`config.mk`:
```
export PLATFORM = sky130hd
export DESIGN_NAME = fault_brk_route
export DESIGN_NICKNAME = d
export VERILOG_FILES = /design/src/rtl/fbr_pkg.sv /design/src/rtl/fbr_lock_bank.sv /design/src/rtl/fbr_sticky_flag.sv /design/src/rtl/fbr_break_merge.sv /design/src/rtl/fault_brk_route.sv
export SDC_FILE = /design/constraint.sdc
export NUM_CORES = 1
export LEC_CHECK = 0
export ABC_AREA = 1
export CAP_MARGIN = 10
export CELL_PAD_IN_SITES_DETAIL_PLACEMENT = 0
export CELL_PAD_IN_SITES_GLOBAL_PLACEMENT = 1
export CORE_AREA = 2 2 39 41
export DETAILED_ROUTE_END_ITERATION = 10
export DIE_AREA = 0 0 41 43
export DONT_BUFFER_PORTS = 1
export GPL_TIMING_DRIVEN = 1
export HOLD_SLACK_MARGIN = 0.02
export PLACE_DENSITY_LB_ADDON = 0.1
export SLEW_MARGIN = 20
export SYNTH_ARGS = -nofsm -noshare
export SYNTH_HDL_FRONTEND = slang
export SYNTH_SLANG_ARGS = --single-unit
export TNS_END_PERCENT = 50
```
`constraint.sdc`:
```
create_clock -name clk_i -period 1.1 [get_ports clk_i]
set_clock_uncertainty 0.2 [all_clocks]
set_input_delay 0.11 -clock clk_i [delete_from_list [all_inputs] [get_ports clk_i]]
set_output_delay 0.11 -clock clk_i [all_outputs]
set_load 0.1 [all_outputs]
```
`src/rtl/fbr_pkg.sv`:
```
package fbr_pkg;
  localparam int unsigned N_SRC      = 4;
  localparam int unsigned PARITY_IDX = 2;
  localparam int unsigned FLAG_BIT   = N_SRC;

  typedef enum logic [1:0] {
    SRC_VOLT   = 2'd0,
    SRC_LOCKUP = 2'd1,
    SRC_PARITY = 2'd2,
    SRC_ECC    = 2'd3
  } fault_src_e;
endpackage

```
`src/rtl/fbr_lock_bank.sv`:
```
module fbr_lock_bank #(
  parameter int unsigned N = 4
) (
  input  logic         clk_i,
  input  logic         rst_ni,
  input  logic         wr_en_i,
  input  logic [N-1:0] set_i,
  output logic [N-1:0] en_o
);
  for (genvar k = 0; k < N; k++) begin : g_lock
    // write-once: only a 1 can land, nothing clears it but reset
    always_ff @(posedge clk_i or negedge rst_ni) begin
      if (!rst_ni)                 en_o[k] <= 1'b0;
      else if (wr_en_i && set_i[k]) en_o[k] <= 1'b1;
    end
  end
endmodule

```
`src/rtl/fbr_sticky_flag.sv`:
```
module fbr_sticky_flag (
  input  logic clk_i,
  input  logic rst_ni,
  input  logic set_i,
  input  logic clr_i,
  output logic flag_o
);
  always_ff @(posedge clk_i or negedge rst_ni) begin
    if (!rst_ni)    flag_o <= 1'b0;
    else if (set_i) flag_o <= 1'b1;  // set beats clear
    else if (clr_i) flag_o <= 1'b0;
  end
endmodule

```
`src/rtl/fbr_break_merge.sv`:
```
module fbr_break_merge #(
  parameter int unsigned N = 4
) (
  input  logic         clk_i,
  input  logic         rst_ni,
  input  logic [N-1:0] fault_i,
  input  logic [N-1:0] en_i,
  output logic         brk_o
);
  logic brk_d;
  assign brk_d = |(fault_i & en_i);

  always_ff @(posedge clk_i or negedge rst_ni) begin
    if (!rst_ni) brk_o <= 1'b0;
    else         brk_o <= brk_d;
  end
endmodule

```
`src/rtl/fault_brk_route.sv`:
```
module fault_brk_route
  import fbr_pkg::*;
#(
  parameter int unsigned DATA_W = 8
) (
  input  logic              clk_i,
  input  logic              rst_ni,
  input  logic              wr_en_i,
  input  logic [DATA_W-1:0] wdata_i,
  output logic [DATA_W-1:0] rdata_o,
  input  logic [N_SRC-1:0]  fault_i,
  output logic              brk_o
);
  localparam int unsigned PAD_W = DATA_W - N_SRC - 1;

  logic [N_SRC-1:0] en_q;
  logic             par_flag_q;

  fbr_lock_bank #(.N(N_SRC)) i_lock (
    .clk_i   (clk_i),
    .rst_ni  (rst_ni),
    .wr_en_i (wr_en_i),
    .set_i   (wdata_i[N_SRC-1:0]),
    .en_o    (en_q)
  );

  fbr_sticky_flag i_flag (
    .clk_i  (clk_i),
    .rst_ni (rst_ni),
    .set_i  (fault_i[PARITY_IDX]),
    .clr_i  (wr_en_i && wdata_i[FLAG_BIT]),
    .flag_o (par_flag_q)
  );

  fbr_break_merge #(.N(N_SRC)) i_brk (
    .clk_i   (clk_i),
    .rst_ni  (rst_ni),
    .fault_i (fault_i),
    .en_i    (en_q),
    .brk_o   (brk_o)
  );

  assign rdata_o = {{PAD_W{1'b0}}, par_flag_q, en_q};
endmodule

```
==> results.toml <==
[timing]
final.setup.worst_slack_ns = -0.120
setup_viol = 10
finalCriticalPeriod_ns = 1.22
min_period_over_period_pct = 111
drv_slew = 0
rsz0062_at_grt = "true"
whs_ns = -0.0248
max_freq_mhz = 820
hold_viol_final = 6

[detailed_routing]
dr.pass1.iters = 1
viasPerCell = 3.81
drc = 0
ant_nets = 0
drt_iter0_markers = 0
totalWireLength_um = 669
via_count = 255
wl_per_cell_um = 9.99

[layout]
diodes = 0
register_area_um2 = 166
fin_util_pct = 41.3
final_nets = 67
multi_input_comb_area_um2 = 83.8
synthToLayoutAreaGrowth_pct = 114
drive_gt1_share_pct = 43.1
final_cells = 67
nFillCells = 140

[synthesis]
syn_inst = 28
synth_top_area_cell = "dfrtp_1"
synth_area_per_cell_um2 = 9.56
seq_area_frac_synth_pct = 56.1
ys_types = 6
yosys_warnings = 0
syn-cell-area_um2 = 268
ys_ff_latch = 6
yosys-top-cells-area = "dfrtp_1, nand2_1, a21o_2"
synth_top_area_share_pct = 56.1

[critical_path]
slowest_stage = "dfrtp_4"
path_cells = "buf_12"
critPathMaxFanout = 2
crit_family = "flip-flops"
cp.required_ns = 0.79
crit_path_end_kind = "output port"
slowest_delay_ns = 0.49
cp.arrival_ns = 0.91
cp-start-kind = "flop"
worstSetupPathType = "reg2out"
cp_num_buf_inv = 1

[clock_tree]
clockBufferDepth = 2
clkSinkCount = 6
cts-root-buf = "clkbuf_4"
path_clk_slew_ns = 0.05
cts_hold_buf = 11
clkLatencyLatePin_ns = 0.25
numCtsBuffers = 3
tritoncts = "yes"
cts_max_level = 1

[die]
start_util_pct = 19.3
rows = 14
io_pins = 24
dieArea_um2 = 1760
die_height_um = 43
fp.dieW_um = 41
core_um2 = 1380

[place]
place_inst = 48
pre_cts_slack_ns = 0.0906
dpl.hpwl_um = 455
gp_congestion = 0.525
port-buffer-count = 0

[hold_path]
hp-class = "in2async"

[global_route]
grt_first_pass_wirelength_mm = 1.01
antenna_found_initial = 0
grt_overflow = 0
grt_start_max_net_pins = 7
grt_pass1_vias = 252
grt_use_total_pct = 9.11

[run_status]
violations = "hold timing, setup timing"
status = "finished with violations"

[pwr]
p_total_uw = 588
total_leakage_power_nw = 0.270
powerDensity_nw_per_um2 = 1030
vdd_drop_max_v = 0.000527

[flow_run]
cap_violations = 0
## worst paths after layout
check | startpoint | endpoint | slack, ns | depth (start not counted)
setup reg to reg | i_lock.en_o[0] | i_brk.brk_o | -0.04 | 5
hold reg to reg | i_flag.flag_o | i_flag.flag_o | 0.33 | 2
hold / removal | rst_ni | i_lock.en_o[2] | -0.02 | 1
min in group clk_i | wdata_i[0] | i_lock.en_o[0] | 0.32 | 2
max in group asynchronous | rst_ni | i_lock.en_o[3] | 0.46 | 1
setup / recovery | i_lock.en_o[0] | rdata_o[0] | -0.12 | 1
## cell usage in the layout, fill, tap and decap left out, drive strengths merged
| master | netlist | routed |
|---|---|---|
| inv | 3 | 3 |
| nand2 | 10 | 10 |
| a21o | 4 | 4 |
| conb | 1 | 3 |
| clkbuf | 0 | 4 |
| buf | 4 | 10 |
| dlygate4sd3 | 0 | 11 |
| dfrtp | 6 | 6 |
## repair_timing
action / CTS / global route
buffers inserted: 3 / 1
hold endpoints to repair: 12 / 6
gates resized for setup: 12 / 1
setup endpoints to repair: 6 / 10
## cell usage after synthesis
cell type   n
a21o_2      4
dfrtp_1     6
inv_1       3
buf_4       4
conb_1      1
nand2_1    10
## metal layers
| layer | track usage, % | routed length, um | vias up | share of wire, % |
|---|---|---|---|---|
| li1 | - | - | 122 | - |
| met1 | 9.90 | 262 | 118 | 39 |
| met2 | 13.1 | 329 | 15 | 49 |
| met3 | 7.85 | 77 | 0 | 12 |
| met4 | 2.00 | 0 | 0 | 0 |
| met5 | 0 | 0 | - | 0 |
## cell families (layout without fill, tap and decap cells)
family / Yosys count / in the layout / synth area share [%]
flip-flops: 6 / 6 / 56.1
other: 1 / 3 / 1.40
AO/OA/AOI/OAI: 4 / 4 / 13.1
AND/OR/NAND/NOR: 10 / 10 / 14.0
buffers and inverters: 7 / 28 / 15.4
## cell type report
cell class / count / share of cell area [%]
clock buffers: 4 / 4.60
inverters: 3 / 1.97
multi-input cells: 17 / 14.7
flip-flops and latches: 6 / 29.1
well taps: 16 / 3.50
repair buffers: 21 / 46.2
## state kept, by name, indices dropped and copies added, names as in the netlist
register / count
i_lock.en_o: 4
i_brk.brk_o: 1
i_flag.flag_o: 1
## metrics by stage
step           hold slack [ns]  instance area, um^2  setup TNS (ns)
6_report               -0.0248                  572          -0.587
5_1_grt                -0.0192                  572          -0.920
4_1_cts                -0.0239                  561          -0.636
3_5_place_dp            -0.385                  352               0
3_3_place_gp            -0.385                  352               0
2_1_floorplan           -0.386                  292          -0.218
## power breakdown
part | internal [mW] | switching, mW | leakage (nW)
Clock | 0.138 | 0.0876 | 0.0150
Combinational | 0.0443 | 0.0903 | 0.200
Sequential | 0.225 | 0.00334 | 0.0546
No activity file was read; power rests on OpenSTA's default activity.
